### src/rtl/xfer_pkg.sv
package xfer_pkg;

  typedef enum logic [2:0] {
    ST_IDLE,
    ST_VEC,
    ST_FETCH,
    ST_RD,
    ST_WR,
    ST_WB,
    ST_FIN
  } eng_state_e;

  // descriptor word offsets from base
  localparam int OFS_MODE = 0;
  localparam int OFS_CTRL = 1;
  localparam int OFS_SRC  = 2;
  localparam int OFS_DST  = 3;
  localparam int OFS_CNT  = 4;

  // mode word fields
  localparam int MODE_SRC_LSB = 0;
  localparam int MODE_DST_LSB = 2;
  localparam int MODE_SIZE    = 6;
  // control word fields
  localparam int CTRL_IRQ_SEL = 1;

  localparam logic [1:0] AM_INC = 2'b10;
  localparam logic [1:0] AM_DEC = 2'b11;

endpackage

### src/rtl/xfer_desc_ram.sv
module xfer_desc_ram #(
  parameter int AW = 6,
  parameter int DW = 16,
  localparam int Depth = 1 << AW
) (
  input  logic          clk_i,
  input  logic          we_i,
  input  logic [AW-1:0] waddr_i,
  input  logic [DW-1:0] wdata_i,
  input  logic [AW-1:0] raddr_a_i,
  output logic [DW-1:0] rdata_a_o,
  input  logic [AW-1:0] raddr_b_i,
  output logic [DW-1:0] rdata_b_o
);

  logic [DW-1:0] mem_q [Depth];

  always_ff @(posedge clk_i) begin
    if (we_i) mem_q[waddr_i] <= wdata_i;
  end

  assign rdata_a_o = mem_q[raddr_a_i];
  assign rdata_b_o = mem_q[raddr_b_i];

endmodule

### src/rtl/xfer_req_arb.sv
module xfer_req_arb #(
  parameter int NUM_SRC = 4,
  parameter int NUM_VEC = 8,
  localparam int VecW = $clog2(NUM_VEC),
  localparam int SrcW = $clog2(NUM_SRC)
) (
  input  logic               clk_i,
  input  logic               rst_ni,
  input  logic [NUM_SRC-1:0] req_i,
  input  logic               en_wr_i,
  input  logic [NUM_SRC-1:0] en_wdata_i,
  output logic [NUM_SRC-1:0] en_o,
  input  logic               sw_wr_i,
  input  logic               sw_bit_i,
  input  logic [VecW-1:0]    sw_vec_i,
  output logic               sw_bit_o,
  input  logic               take_i,
  input  logic               fin_i,
  input  logic               fin_irq_i,
  input  logic               fin_zero_i,
  output logic               grant_vld_o,
  output logic [VecW-1:0]    grant_vec_o
);

  logic [NUM_SRC-1:0] en_q, pend_q, hw_act;
  logic [SrcW-1:0]    sel_idx, cur_src_q;
  logic               hw_any, grant_sw, cur_sw_q;
  logic               sw_bit_q, sw_pend_q;
  logic [VecW-1:0]    sw_vec_q;

  assign hw_act = pend_q & en_q;
  assign hw_any = |hw_act;

  // lowest index wins
  always_comb begin
    sel_idx = '0;
    for (int k = NUM_SRC - 1; k >= 0; k--) begin
      if (hw_act[k]) sel_idx = SrcW'(k);
    end
  end

  assign grant_sw    = !hw_any && sw_pend_q;
  assign grant_vld_o = hw_any || sw_pend_q;
  assign grant_vec_o = grant_sw ? sw_vec_q : VecW'(sel_idx);

  for (genvar k = 0; k < NUM_SRC; k++) begin : g_src
    logic take_k, clr_k, en_n, en_r, pend_r;
    assign take_k = take_i && !grant_sw && (sel_idx == SrcW'(k));
    assign clr_k  = fin_i && !cur_sw_q && fin_zero_i && (cur_src_q == SrcW'(k));
    assign en_n   = en_wr_i ? en_wdata_i[k] : (en_r && !clr_k);

    always_ff @(posedge clk_i or negedge rst_ni) begin
      if (!rst_ni) begin
        en_r   <= 1'b0;
        pend_r <= 1'b0;
      end else begin
        en_r   <= en_n;
        pend_r <= ((pend_r && !take_k) || req_i[k]) && en_n;
      end
    end

    assign en_q[k]   = en_r;
    assign pend_q[k] = pend_r;
  end

  always_ff @(posedge clk_i or negedge rst_ni) begin
    if (!rst_ni) begin
      sw_bit_q  <= 1'b0;
      sw_pend_q <= 1'b0;
      sw_vec_q  <= '0;
    end else begin
      if (take_i && grant_sw) sw_pend_q <= 1'b0;
      if (fin_i && cur_sw_q && !fin_irq_i) sw_bit_q <= 1'b0;
      if (sw_wr_i) begin
        if (!sw_bit_i) begin
          sw_bit_q  <= 1'b0;
          sw_pend_q <= 1'b0;
        end else if (!sw_bit_q) begin
          sw_bit_q  <= 1'b1;
          sw_pend_q <= 1'b1;
          sw_vec_q  <= sw_vec_i;
        end
      end
    end
  end

  always_ff @(posedge clk_i or negedge rst_ni) begin
    if (!rst_ni) begin
      cur_sw_q  <= 1'b0;
      cur_src_q <= '0;
    end else if (take_i) begin
      cur_sw_q  <= grant_sw;
      cur_src_q <= sel_idx;
    end
  end

  assign en_o     = en_q;
  assign sw_bit_o = sw_bit_q;

  p_take_valid_r11: assert property (@(posedge clk_i) disable iff (!rst_ni)
    take_i |-> grant_vld_o);

  p_prio_low_first_r11: assert property (@(posedge clk_i) disable iff (!rst_ni)
    (grant_vld_o && hw_any) |->
      ((hw_act & ((NUM_SRC'(1) << sel_idx) - NUM_SRC'(1))) == '0) && hw_act[sel_idx]);

  p_en_clear_r7: assert property (@(posedge clk_i) disable iff (!rst_ni)
    (fin_i && !cur_sw_q && fin_zero_i && !en_wr_i) |=> !en_q[$past(cur_src_q)]);

  p_sw_ignore_r10: assert property (@(posedge clk_i) disable iff (!rst_ni)
    (sw_wr_i && sw_bit_i && sw_bit_q && !fin_i) |=> (sw_bit_q && $stable(sw_vec_q)));

  p_sw_hold_r9: assert property (@(posedge clk_i) disable iff (!rst_ni)
    (fin_i && cur_sw_q && fin_irq_i && !sw_wr_i) |=> sw_bit_q);

endmodule

### src/rtl/xfer_engine.sv
module xfer_engine
  import xfer_pkg::*;
#(
  parameter int NUM_VEC = 8,
  parameter int RAM_AW  = 6,
  parameter int DW      = 16,
  localparam int VecW   = $clog2(NUM_VEC)
) (
  input  logic              clk_i,
  input  logic              rst_ni,
  input  logic              grant_vld_i,
  input  logic [VecW-1:0]   grant_vec_i,
  output logic              take_o,
  output logic [RAM_AW-1:0] ram_raddr_o,
  input  logic [DW-1:0]     ram_rdata_i,
  output logic              ram_we_o,
  output logic [RAM_AW-1:0] ram_waddr_o,
  output logic [DW-1:0]     ram_wdata_o,
  output logic              mem_req_o,
  output logic              mem_we_o,
  output logic              mem_size_o,
  output logic [DW-1:0]     mem_addr_o,
  output logic [DW-1:0]     mem_wdata_o,
  input  logic [DW-1:0]     mem_rdata_i,
  input  logic              mem_ack_i,
  output logic              busy_o,
  output logic              fin_o,
  output logic              fin_irq_o,
  output logic              fin_zero_o,
  output logic              irq_o,
  output logic [VecW-1:0]   irq_vec_o
);

  eng_state_e        st_q;
  logic [VecW-1:0]   vec_q;
  logic [RAM_AW-1:0] base_q;
  logic [2:0]        idx_q;
  logic [1:0]        src_mode_q, dst_mode_q;
  logic              size_q, sel_q;
  logic [DW-1:0]     sar_q, dar_q, cnt_q, data_q;
  logic              cnt_zero;

  function automatic logic [DW-1:0] step_addr(input logic [DW-1:0] a,
                                               input logic [1:0] m,
                                               input logic sz);
    logic [DW-1:0] d;
    d = sz ? DW'(2) : DW'(1);
    case (m)
      AM_INC:  return a + d;
      AM_DEC:  return a - d;
      default: return a;
    endcase
  endfunction

  assign cnt_zero = (cnt_q == '0);

  always_ff @(posedge clk_i or negedge rst_ni) begin
    if (!rst_ni) begin
      st_q       <= ST_IDLE;
      vec_q      <= '0;
      base_q     <= '0;
      idx_q      <= '0;
      src_mode_q <= '0;
      dst_mode_q <= '0;
      size_q     <= 1'b0;
      sel_q      <= 1'b0;
      sar_q      <= '0;
      dar_q      <= '0;
      cnt_q      <= '0;
      data_q     <= '0;
    end else begin
      case (st_q)
        ST_IDLE: if (grant_vld_i) begin
          vec_q <= grant_vec_i;
          st_q  <= ST_VEC;
        end
        ST_VEC: begin
          base_q <= ram_rdata_i[RAM_AW-1:0];
          idx_q  <= '0;
          st_q   <= ST_FETCH;
        end
        ST_FETCH: begin
          case (idx_q)
            3'(OFS_MODE): begin
              src_mode_q <= ram_rdata_i[MODE_SRC_LSB +: 2];
              dst_mode_q <= ram_rdata_i[MODE_DST_LSB +: 2];
              size_q     <= ram_rdata_i[MODE_SIZE];
            end
            3'(OFS_CTRL): sel_q <= ram_rdata_i[CTRL_IRQ_SEL];
            3'(OFS_SRC):  sar_q <= ram_rdata_i;
            3'(OFS_DST):  dar_q <= ram_rdata_i;
            default:      cnt_q <= ram_rdata_i;
          endcase
          if (idx_q == 3'(OFS_CNT)) begin
            idx_q <= '0;
            st_q  <= ST_RD;
          end else begin
            idx_q <= idx_q + 3'd1;
          end
        end
        ST_RD: if (mem_ack_i) begin
          data_q <= size_q ? mem_rdata_i : DW'(mem_rdata_i[7:0]);
          st_q   <= ST_WR;
        end
        ST_WR: if (mem_ack_i) begin
          sar_q <= step_addr(sar_q, src_mode_q, size_q);
          dar_q <= step_addr(dar_q, dst_mode_q, size_q);
          cnt_q <= cnt_q - DW'(1);
          idx_q <= '0;
          st_q  <= ST_WB;
        end
        ST_WB: begin
          if (idx_q == 3'd2) st_q <= ST_FIN;
          idx_q <= idx_q + 3'd1;
        end
        default: st_q <= ST_IDLE;
      endcase
    end
  end

  always_comb begin
    ram_raddr_o = base_q + RAM_AW'(idx_q);
    if (st_q == ST_VEC) ram_raddr_o = RAM_AW'(vec_q);
  end

  assign ram_we_o    = (st_q == ST_WB);
  assign ram_waddr_o = base_q + RAM_AW'(OFS_SRC) + RAM_AW'(idx_q);
  always_comb begin
    case (idx_q)
      3'd0:    ram_wdata_o = sar_q;
      3'd1:    ram_wdata_o = dar_q;
      default: ram_wdata_o = cnt_q;
    endcase
  end

  assign take_o      = (st_q == ST_IDLE) && grant_vld_i;
  assign mem_req_o   = (st_q == ST_RD) || (st_q == ST_WR);
  assign mem_we_o    = (st_q == ST_WR);
  assign mem_size_o  = size_q;
  assign mem_addr_o  = (st_q == ST_WR) ? dar_q : sar_q;
  assign mem_wdata_o = data_q;
  assign busy_o      = (st_q != ST_IDLE);
  assign fin_o       = (st_q == ST_FIN);
  assign fin_zero_o  = fin_o && cnt_zero;
  assign irq_o       = fin_o && (cnt_zero || sel_q);
  assign fin_irq_o   = irq_o;
  assign irq_vec_o   = vec_q;

  p_bus_hold_r12: assert property (@(posedge clk_i) disable iff (!rst_ni)
    (mem_req_o && !mem_ack_i) |=>
      (mem_req_o && $stable(mem_addr_o) && $stable(mem_we_o)));

  p_irq_pulse_r7: assert property (@(posedge clk_i) disable iff (!rst_ni)
    irq_o |=> !irq_o);

  p_byte_upper_zero_r4: assert property (@(posedge clk_i) disable iff (!rst_ni)
    (mem_req_o && mem_we_o && !mem_size_o) |-> (mem_wdata_o[DW-1:8] == '0));

  p_cnt_step_r5: assert property (@(posedge clk_i) disable iff (!rst_ni)
    (st_q == ST_WR && mem_ack_i) |=> (cnt_q == $past(cnt_q) - DW'(1)));

endmodule

### src/rtl/xfer_ctrl.sv
module xfer_ctrl #(
  parameter int NUM_SRC = 4,
  parameter int NUM_VEC = 8,
  parameter int RAM_AW  = 6,
  parameter int DW      = 16,
  localparam int VecW   = $clog2(NUM_VEC)
) (
  input  logic               clk_i,
  input  logic               rst_ni,
  input  logic [NUM_SRC-1:0] req_i,
  input  logic               en_wr_i,
  input  logic [NUM_SRC-1:0] en_wdata_i,
  output logic [NUM_SRC-1:0] en_o,
  input  logic               sw_wr_i,
  input  logic               sw_bit_i,
  input  logic [VecW-1:0]    sw_vec_i,
  output logic               sw_bit_o,
  input  logic               cfg_we_i,
  input  logic [RAM_AW-1:0]  cfg_addr_i,
  input  logic [DW-1:0]      cfg_wdata_i,
  input  logic [RAM_AW-1:0]  cfg_raddr_i,
  output logic [DW-1:0]      cfg_rdata_o,
  output logic               mem_req_o,
  output logic               mem_we_o,
  output logic               mem_size_o,
  output logic [DW-1:0]      mem_addr_o,
  output logic [DW-1:0]      mem_wdata_o,
  input  logic [DW-1:0]      mem_rdata_i,
  input  logic               mem_ack_i,
  output logic               busy_o,
  output logic               irq_o,
  output logic [VecW-1:0]    irq_vec_o
);

  logic              take, fin, fin_irq, fin_zero, grant_vld;
  logic [VecW-1:0]   grant_vec;
  logic [RAM_AW-1:0] eng_raddr, eng_waddr, ram_waddr;
  logic [DW-1:0]     eng_rdata, eng_wdata, ram_wdata;
  logic              eng_we, ram_we;

  // engine write-back has the port; a config write in that cycle is dropped
  assign ram_we    = eng_we || cfg_we_i;
  assign ram_waddr = eng_we ? eng_waddr : cfg_addr_i;
  assign ram_wdata = eng_we ? eng_wdata : cfg_wdata_i;

  xfer_desc_ram #(.AW(RAM_AW), .DW(DW)) u_ram (
    .clk_i     (clk_i),
    .we_i      (ram_we),
    .waddr_i   (ram_waddr),
    .wdata_i   (ram_wdata),
    .raddr_a_i (eng_raddr),
    .rdata_a_o (eng_rdata),
    .raddr_b_i (cfg_raddr_i),
    .rdata_b_o (cfg_rdata_o)
  );

  xfer_req_arb #(.NUM_SRC(NUM_SRC), .NUM_VEC(NUM_VEC)) u_arb (
    .clk_i       (clk_i),
    .rst_ni      (rst_ni),
    .req_i       (req_i),
    .en_wr_i     (en_wr_i),
    .en_wdata_i  (en_wdata_i),
    .en_o        (en_o),
    .sw_wr_i     (sw_wr_i),
    .sw_bit_i    (sw_bit_i),
    .sw_vec_i    (sw_vec_i),
    .sw_bit_o    (sw_bit_o),
    .take_i      (take),
    .fin_i       (fin),
    .fin_irq_i   (fin_irq),
    .fin_zero_i  (fin_zero),
    .grant_vld_o (grant_vld),
    .grant_vec_o (grant_vec)
  );

  xfer_engine #(.NUM_VEC(NUM_VEC), .RAM_AW(RAM_AW), .DW(DW)) u_eng (
    .clk_i       (clk_i),
    .rst_ni      (rst_ni),
    .grant_vld_i (grant_vld),
    .grant_vec_i (grant_vec),
    .take_o      (take),
    .ram_raddr_o (eng_raddr),
    .ram_rdata_i (eng_rdata),
    .ram_we_o    (eng_we),
    .ram_waddr_o (eng_waddr),
    .ram_wdata_o (eng_wdata),
    .mem_req_o   (mem_req_o),
    .mem_we_o    (mem_we_o),
    .mem_size_o  (mem_size_o),
    .mem_addr_o  (mem_addr_o),
    .mem_wdata_o (mem_wdata_o),
    .mem_rdata_i (mem_rdata_i),
    .mem_ack_i   (mem_ack_i),
    .busy_o      (busy_o),
    .fin_o       (fin),
    .fin_irq_o   (fin_irq),
    .fin_zero_o  (fin_zero),
    .irq_o       (irq_o),
    .irq_vec_o   (irq_vec_o)
  );

  p_req_in_busy_r12: assert property (@(posedge clk_i) disable iff (!rst_ni)
    mem_req_o |-> busy_o);

endmodule

### config.mk
export PLATFORM = sky130hd
export DESIGN_NAME = xfer_ctrl
export DESIGN_NICKNAME = d
export VERILOG_FILES = /design/src/rtl/xfer_pkg.sv /design/src/rtl/xfer_desc_ram.sv /design/src/rtl/xfer_req_arb.sv /design/src/rtl/xfer_engine.sv /design/src/rtl/xfer_ctrl.sv
export SDC_FILE = /design/constraint.sdc
export NUM_CORES = 2
export LEC_CHECK = 0
export CORE_ASPECT_RATIO = 0.8
export CORE_MARGIN = 3
export CORE_UTILIZATION = 48
export DETAILED_ROUTE_END_ITERATION = 8
export DONT_BUFFER_PORTS = 1
export PLACE_DENSITY_LB_ADDON = 0.25
export SLEW_MARGIN = 20
export SYNTH_ARGS = -nofsm -noshare
export SYNTH_HDL_FRONTEND = slang
export SYNTH_HIERARCHICAL = 1
export SYNTH_SLANG_ARGS = --single-unit
### constraint.sdc
create_clock -name clk_i -period 12.1 [get_ports clk_i]
set_input_delay 0.605 -clock clk_i [delete_from_list [all_inputs] [get_ports clk_i]]
set_output_delay 0.605 -clock clk_i [all_outputs]
set_load 0.01 [all_outputs]
==> Yosys cells after proc, flatten, opt, wreduce, memory -nomap -nowiden <==
Memory sizes are Yosys's and may differ from the RTL's.
Cells that the tools add are included.
{ "op_classes": {"n_addsub": 9, "mux": 46, "n_bitwise": 2, "reduce_logical": 70, "eq_ne": 30} }
{ "op_table": {"columns": ["operator", "n"], "rows": [
  ["$pmux W16 S2", 6],
  ["$mux W16", 9],
  ["$add A16 B16 Y16", 2],
  ["$sub A16 B16 Y16", 2],
  ["$logic_and A1 B1 Y1", 30],
  ["$mux W3", 8],
  ["$pmux W3 S6", 1],
  ["$eq A2 B2 Y1 const B", 8],
  ["$logic_not A16 Y1", 1],
  ["$sub A16 B1 Y16 const B", 1],
  ["$mux W1", 14],
  ["$add A6 B3 Y6", 2],
  ["$eq A3 B2 Y1 const B", 4],
  ["$eq A3 B3 Y1 const B", 4],
  ["$logic_not A1 Y1", 12],
  ["$mux W6", 2],
  ["$pmux W3 S4", 1],
  ["$mux W2", 5],
  ["$ne A2 B1 Y1 const B", 5],
  ["$reduce_and A2 Y1", 5],
  ["$logic_or A1 B1 Y1", 8],
  ["$reduce_and A4 Y1", 2],
  ["$reduce_or A4 Y1", 2],
  ["$add A6 B2 Y6 const B", 1],
  ["other kinds (14)", 22]
]} }
{ "word_totals": {"out_inout_bits": 61, "input_bits": 62, "n_memories": 1, "word_cells": 183, "ff_bits": 101, "mem_bits_rw": 1024} }
{ "mem_list": {"columns": ["name", "words", "width", "read_ports", "rd_ports_with_merged_regs", "wr", "line", "source"], "rows": [
  ["u_ram.mem_q", 64, 16, 2, 0, 1, "xfer_desc_ram.sv:16", "logic [DW-1:0] mem_q [Depth];"]
]} }

==> Longest topological paths before layout <==
{ "depth": {"depth_word": 11, "depth_mapped": 19, "depth_no_buf": 16} }

==> Hierarchy <==
The synthesis kept the hierarchy.
{ "modules_own_cells": {"columns": ["module", "n_inst", "seq_area_each_um2", "cells_each", "area_each_um2"], "rows": [
  ["xfer_desc_ram", 1, 30749.5, 2550, 48196.2],
  ["xfer_engine", 1, 2127.0, 761, 6062.1],
  ["xfer_req_arb", 1, 400.4, 79, 860.8],
  ["xfer_ctrl", 1, 0.0, 25, 276.5]
]} }

==> Least setup slack after synthesis <==
Ideal clock, no wire load.
{ "synth_timing": {"path_type": "reg-to-reg", "from": "register u_eng.idx_q[1]", "to": "memory u_ram.mem_q[48][0] (enable)", "setup_ns": 0.409, "required_ns": 11.691, "period_less_slack_ns": 3.942, "stages_incl_launch_ff": 14, "slack_ns": 8.158, "path_buffers": 1, "t_arrival_ns": 3.533, "cell_sequence": "dfrtp_1 > inv_1 > ha_1 > inv_1 > ha_1 > inv_1 > fa_1 > nor2b_1 > o21ai_0 > xnor2_1 > mux2_2 > clkbuf_1 > nand4b_1 > nor3_1"} }
{ "synth_between": {"elab_chain_len": 2} }
{ "synth_lines": {"columns": ["item", "line", "source"], "rows": [
  ["start, declared", "xfer_engine.sv:37", "logic [2:0] idx_q;"],
  ["start signal, assigned", "xfer_engine.sv:98", "idx_q <= idx_q + 3'd1;"],
  ["start signal, assigned", "xfer_engine.sv:114", "idx_q <= idx_q + 3'd1;"],
  ["$add A6 B3 Y6", "xfer_engine.sv:127", "assign ram_waddr_o = base_q + RAM_AW'(OFS_SRC) + RAM_AW'(idx_q);"],
  ["net eng_waddr[5]", "xfer_ctrl.sv:37", "logic [RAM_AW-1:0] eng_raddr, eng_waddr, ram_waddr;"],
  ["$mux W6", "xfer_ctrl.sv:43", "assign ram_waddr = eng_we ? eng_waddr : cfg_addr_i;"],
  ["net ram_waddr[5]", "xfer_ctrl.sv:37", null],
  ["end, declared", "xfer_desc_ram.sv:16", null]
]} }
The timed path passes the listed nets, and every way through them passes these cells.

==> Worst setup path after layout <==
{ "layout_timing": {"from": "register u_eng.st_q[0]", "to": "register u_eng.dar_q[7]"} }
{ "layout_between": {"elab_chain_len": 5, "word_cells_on_any_way": 12, "classes_between": "eq/ne (6); mux (3); reduce/logical (2); memory (1)"} }
{ "layout_lines": {"columns": ["item", "line", "source"], "rows": [
  ["start, declared", "xfer_engine.sv:34", "eng_state_e st_q;"],
  ["start signal, assigned", "xfer_engine.sv:59", "st_q <= ST_IDLE;"],
  ["start signal, assigned", "xfer_engine.sv:75", "st_q <= ST_VEC;"],
  ["start signal, assigned", "xfer_engine.sv:80", "st_q <= ST_FETCH;"],
  ["$eq A3 B1 Y1", "xfer_engine.sv:123", "if (st_q == ST_VEC) ram_raddr_o = RAM_AW'(vec_q);"],
  ["$mux W6", "xfer_engine.sv:123", null],
  ["net eng_raddr[0]", "xfer_ctrl.sv:37", null],
  ["$mem_v2 Z64 W16", null, null],
  ["net eng_rdata[7]", "xfer_ctrl.sv:38", "logic [DW-1:0] eng_rdata, eng_wdata, ram_wdata;"],
  ["$mux W16", "xfer_engine.sv:83", "case (idx_q)"],
  ["$pmux W16 S2", "xfer_engine.sv:72", "case (st_q)"],
  ["end signal, assigned", "xfer_engine.sv:91", "3'(OFS_DST): dar_q <= ram_rdata_i;"],
  ["end signal, assigned", "xfer_engine.sv:107", "dar_q <= step_addr(dar_q, dst_mode_q, size_q);"],
  ["end, declared", "xfer_engine.sv:40", "logic [DW-1:0] sar_q, dar_q, cnt_q, data_q;"]
]} }
The timed path passes the listed nets, and every way through them passes these cells. The select of a mux whose other input is x is not followed.
A chain may end at the register's enable or synchronous reset.

==> impl_metrics.ini <==
[sta]
period_share = 0.484
worst_slew_pin_slew_ns = 1.24
slew_headroom = 0.162
skew_ns = 0.0194
final-setup-viol-count = 0
max_freq_mhz = 171
hold_viol = 0
drv_slew = 0
hold_slack_ns = 0.0617
fin_crit_ns = 5.86
rsz0062_at_grt = no
tns_ns = 0

[place]
gp_congestion = 0.953
io_buffers = 0
placed_cells = 4779
dp_hpwl_um = 106000
placed_area_um2 = 56900

[floorplan]
die_area_um2 = 120000
die_w_um = 386
row_count = 110
io_pins = 123
start_util = 0.488
core-area_um2 = 114000
die_h_um = 310

[clock_network]
cts_made_buffers = 112
cts_resized = 0
cts_root_buf = clkbuf_16
cts_sinks = 1125
cts_buffer_depth = 3
post-cts-setup-buffers = 0
path_clk_slew_ns = 0.06
cts_tree = yes
clock_latency_ns = 0.72
htree_levels = 3

[critical_path]
critical_path.cell_chain = nor3b_2 -> buf_4 -> mux2_8 -> buf_4 -> buf_4 -> mux4_2 -> mux2i_1 -> a221oi_1 -> and3_1 -> nor2_1 -> a31oi_1 -> o22a_1
cpPeakStageDelay_ns = 0.74
start_kind = flop
path_max_fanout = 41
worstPathRequired_ns = 12.70
critical_path_class = flop to flop
crit_top_cell = buf_4
cpMaxStageDelayCell = buf_4
cp.arrival_ns = 6.46
crit_buf_inv = 3
cp_top_family = buffers and inverters
crit_path_end_kind = flop

[routing]
ant_nets = 0
wire_per_inst_um = 35.1
dr_total_vias = 34900
wl_um = 176000
initialDrtViolationCount = 4982
drt_first_pass_iters = 6
route.detailed.drc = 0
vias_per_cell = 6.94

[global_route]
grt_max_degree = 276
track_usage = 0.292
antenna_found_initial = 15
grt_pass1_wl_um = 249000
grt_pass1_vias = 34200
overflow = 0

[final_layout]
fin_area_um2 = 60900
drive_gt1_frac = 0.283
final_cells = 5021
area_delta_synth_final_pct = 9.89
final_common_cell = edfxtp_1
fin_nets = 3485
final_cell_mix = edfxtp_1, mux4_2, mux2_2, nand2_1, mux2i_1

[synthesis]
async_flop_share = 0.0898
yosysSeqAreaShare = 0.601
syn_nets = 3499
syn_area_per_cell_um2 = 16.2
ys.flop_type = edfxtp_1
synth-seq-cells = 1125
syn-cell-area_um2 = 55400
synth_edf_count = 1024
netlist_instances = 3415
netlist-cell-type-count = 83
yosysWarningCount = 6

[outcome]
outcome = finished, final reports clean

[power_and_ir_drop]
p_per_area_nw_per_um2 = 288
irDropWorstVdd_uv = 448
power_leakage_nw = 19.7

[flow_run]
drv_cap = 0

[worst_hold_path]
holdCritPathClass = primary input to flop
==> sequential cells by signal, summed over array words and instances, names as in the netlist, 4 cells and up <==
register            count
u_ram/mem_q          1024
u_eng/cnt_q            16
u_eng/dar_q            16
u_eng/mem_wdata_o      16
u_eng/sar_q            16
u_eng/base_q            6
u_arb/g_src.en_r        4
u_arb/g_src.pend_r      4
==> synth_stat cells (33+ instances only) <==
master | count | area, um^2
a211oi_1 | 100 | 751
a21oi_1 | 83 | 415
a22oi_1 | 46 | 345
a31oi_1 | 52 | 325
buf_2 | 72 | 360
buf_4 | 57 | 428
clkbuf_1 | 100 | 375
dfrtp_1 | 101 | 2530
edfxtp_1 | 1024 | 30700
inv_1 | 33 | 124
mux2_2 | 202 | 2270
mux2i_1 | 161 | 1610
mux4_2 | 407 | 9170
nand2_1 | 200 | 751
nor2_1 | 181 | 679
o21ai_0 | 74 | 370
o22ai_1 | 82 | 513
==> per-stage QoR <==
step	power, mW	utilization	setup WS [ns]
after global routing	18.1	0.536	6.03
after detailed placement	13.8	0.502	6.43
final	17.5	0.536	6.24
after floorplan	10.8	-	8.16
after CTS	17.3	0.536	6.42
after global placement	13.6	0.500	5.77
==> per-layer routing <==
metal / global-route usage / vias up / wire length [um]
met4: 0.131 / 0 / 8790
met2: 0.417 / 2380 / 76100
li1: - / 14000 / -
met1: 0.412 / 18100 / 66800
met5: 0 / - / 0
met3: 0.0933 / 390 / 24400
==> repair_timing <==
item,CTS,global route
hold buffers,20,0
endpoints found under the setup margin,0,0
hold endpoints to repair,118,0
==> cell families after synthesis <==
logic type      after synthesis  share of synthesized area
flops                      1125                      0.601
fa+ha+maj                    22                    0.00551
mux                         779                      0.240
simple gates                573                     0.0482
compound gates              589                     0.0723
buf+inv                     318                     0.0321
xor+xnor                      9                    0.00142
==> worst paths after layout <==
check                                     start               endpoint  slack [ns]  cells after the start
worst max-delay path              u_eng/st_q[0]         u_eng/dar_q[7]        6.24                     12
worst min-delay path            mem_rdata_i[15]  u_eng/mem_wdata_o[15]        0.06                      2
worst max register to register    u_eng/st_q[0]         u_eng/dar_q[7]        6.24                     12
worst min register to register  u_eng/base_q[0]        u_eng/base_q[0]        0.52                      1
max in group asynchronous                rst_ni        u_eng/dar_q[11]       11.18                      2
min in group asynchronous                rst_ni  u_arb/g_src[0].pend_r        0.51                      2
==> final cells by class <==
type	count	area, um^2
Tap cell	1512	1890
Sequential cell	1125	33300
Clock buffer	139	3050
Fill cell	8934	52700
Inverter	35	131
Timing Repair Buffer	155	1260
Antenna cell	11	27.5
Multi-Input combinational cell	1972	20600
Clock inverter	72	606
==> where the power goes <==
| group | switching [mW] | internal, mW |
|---|---|---|
| registers | 0.315 | 4.59 |
| clock network | 1.51 | 1.99 |
| logic | 5.60 | 3.52 |
| total | 7.43 | 10.1 |
Note: power is estimated with default switching activity, not from simulation.
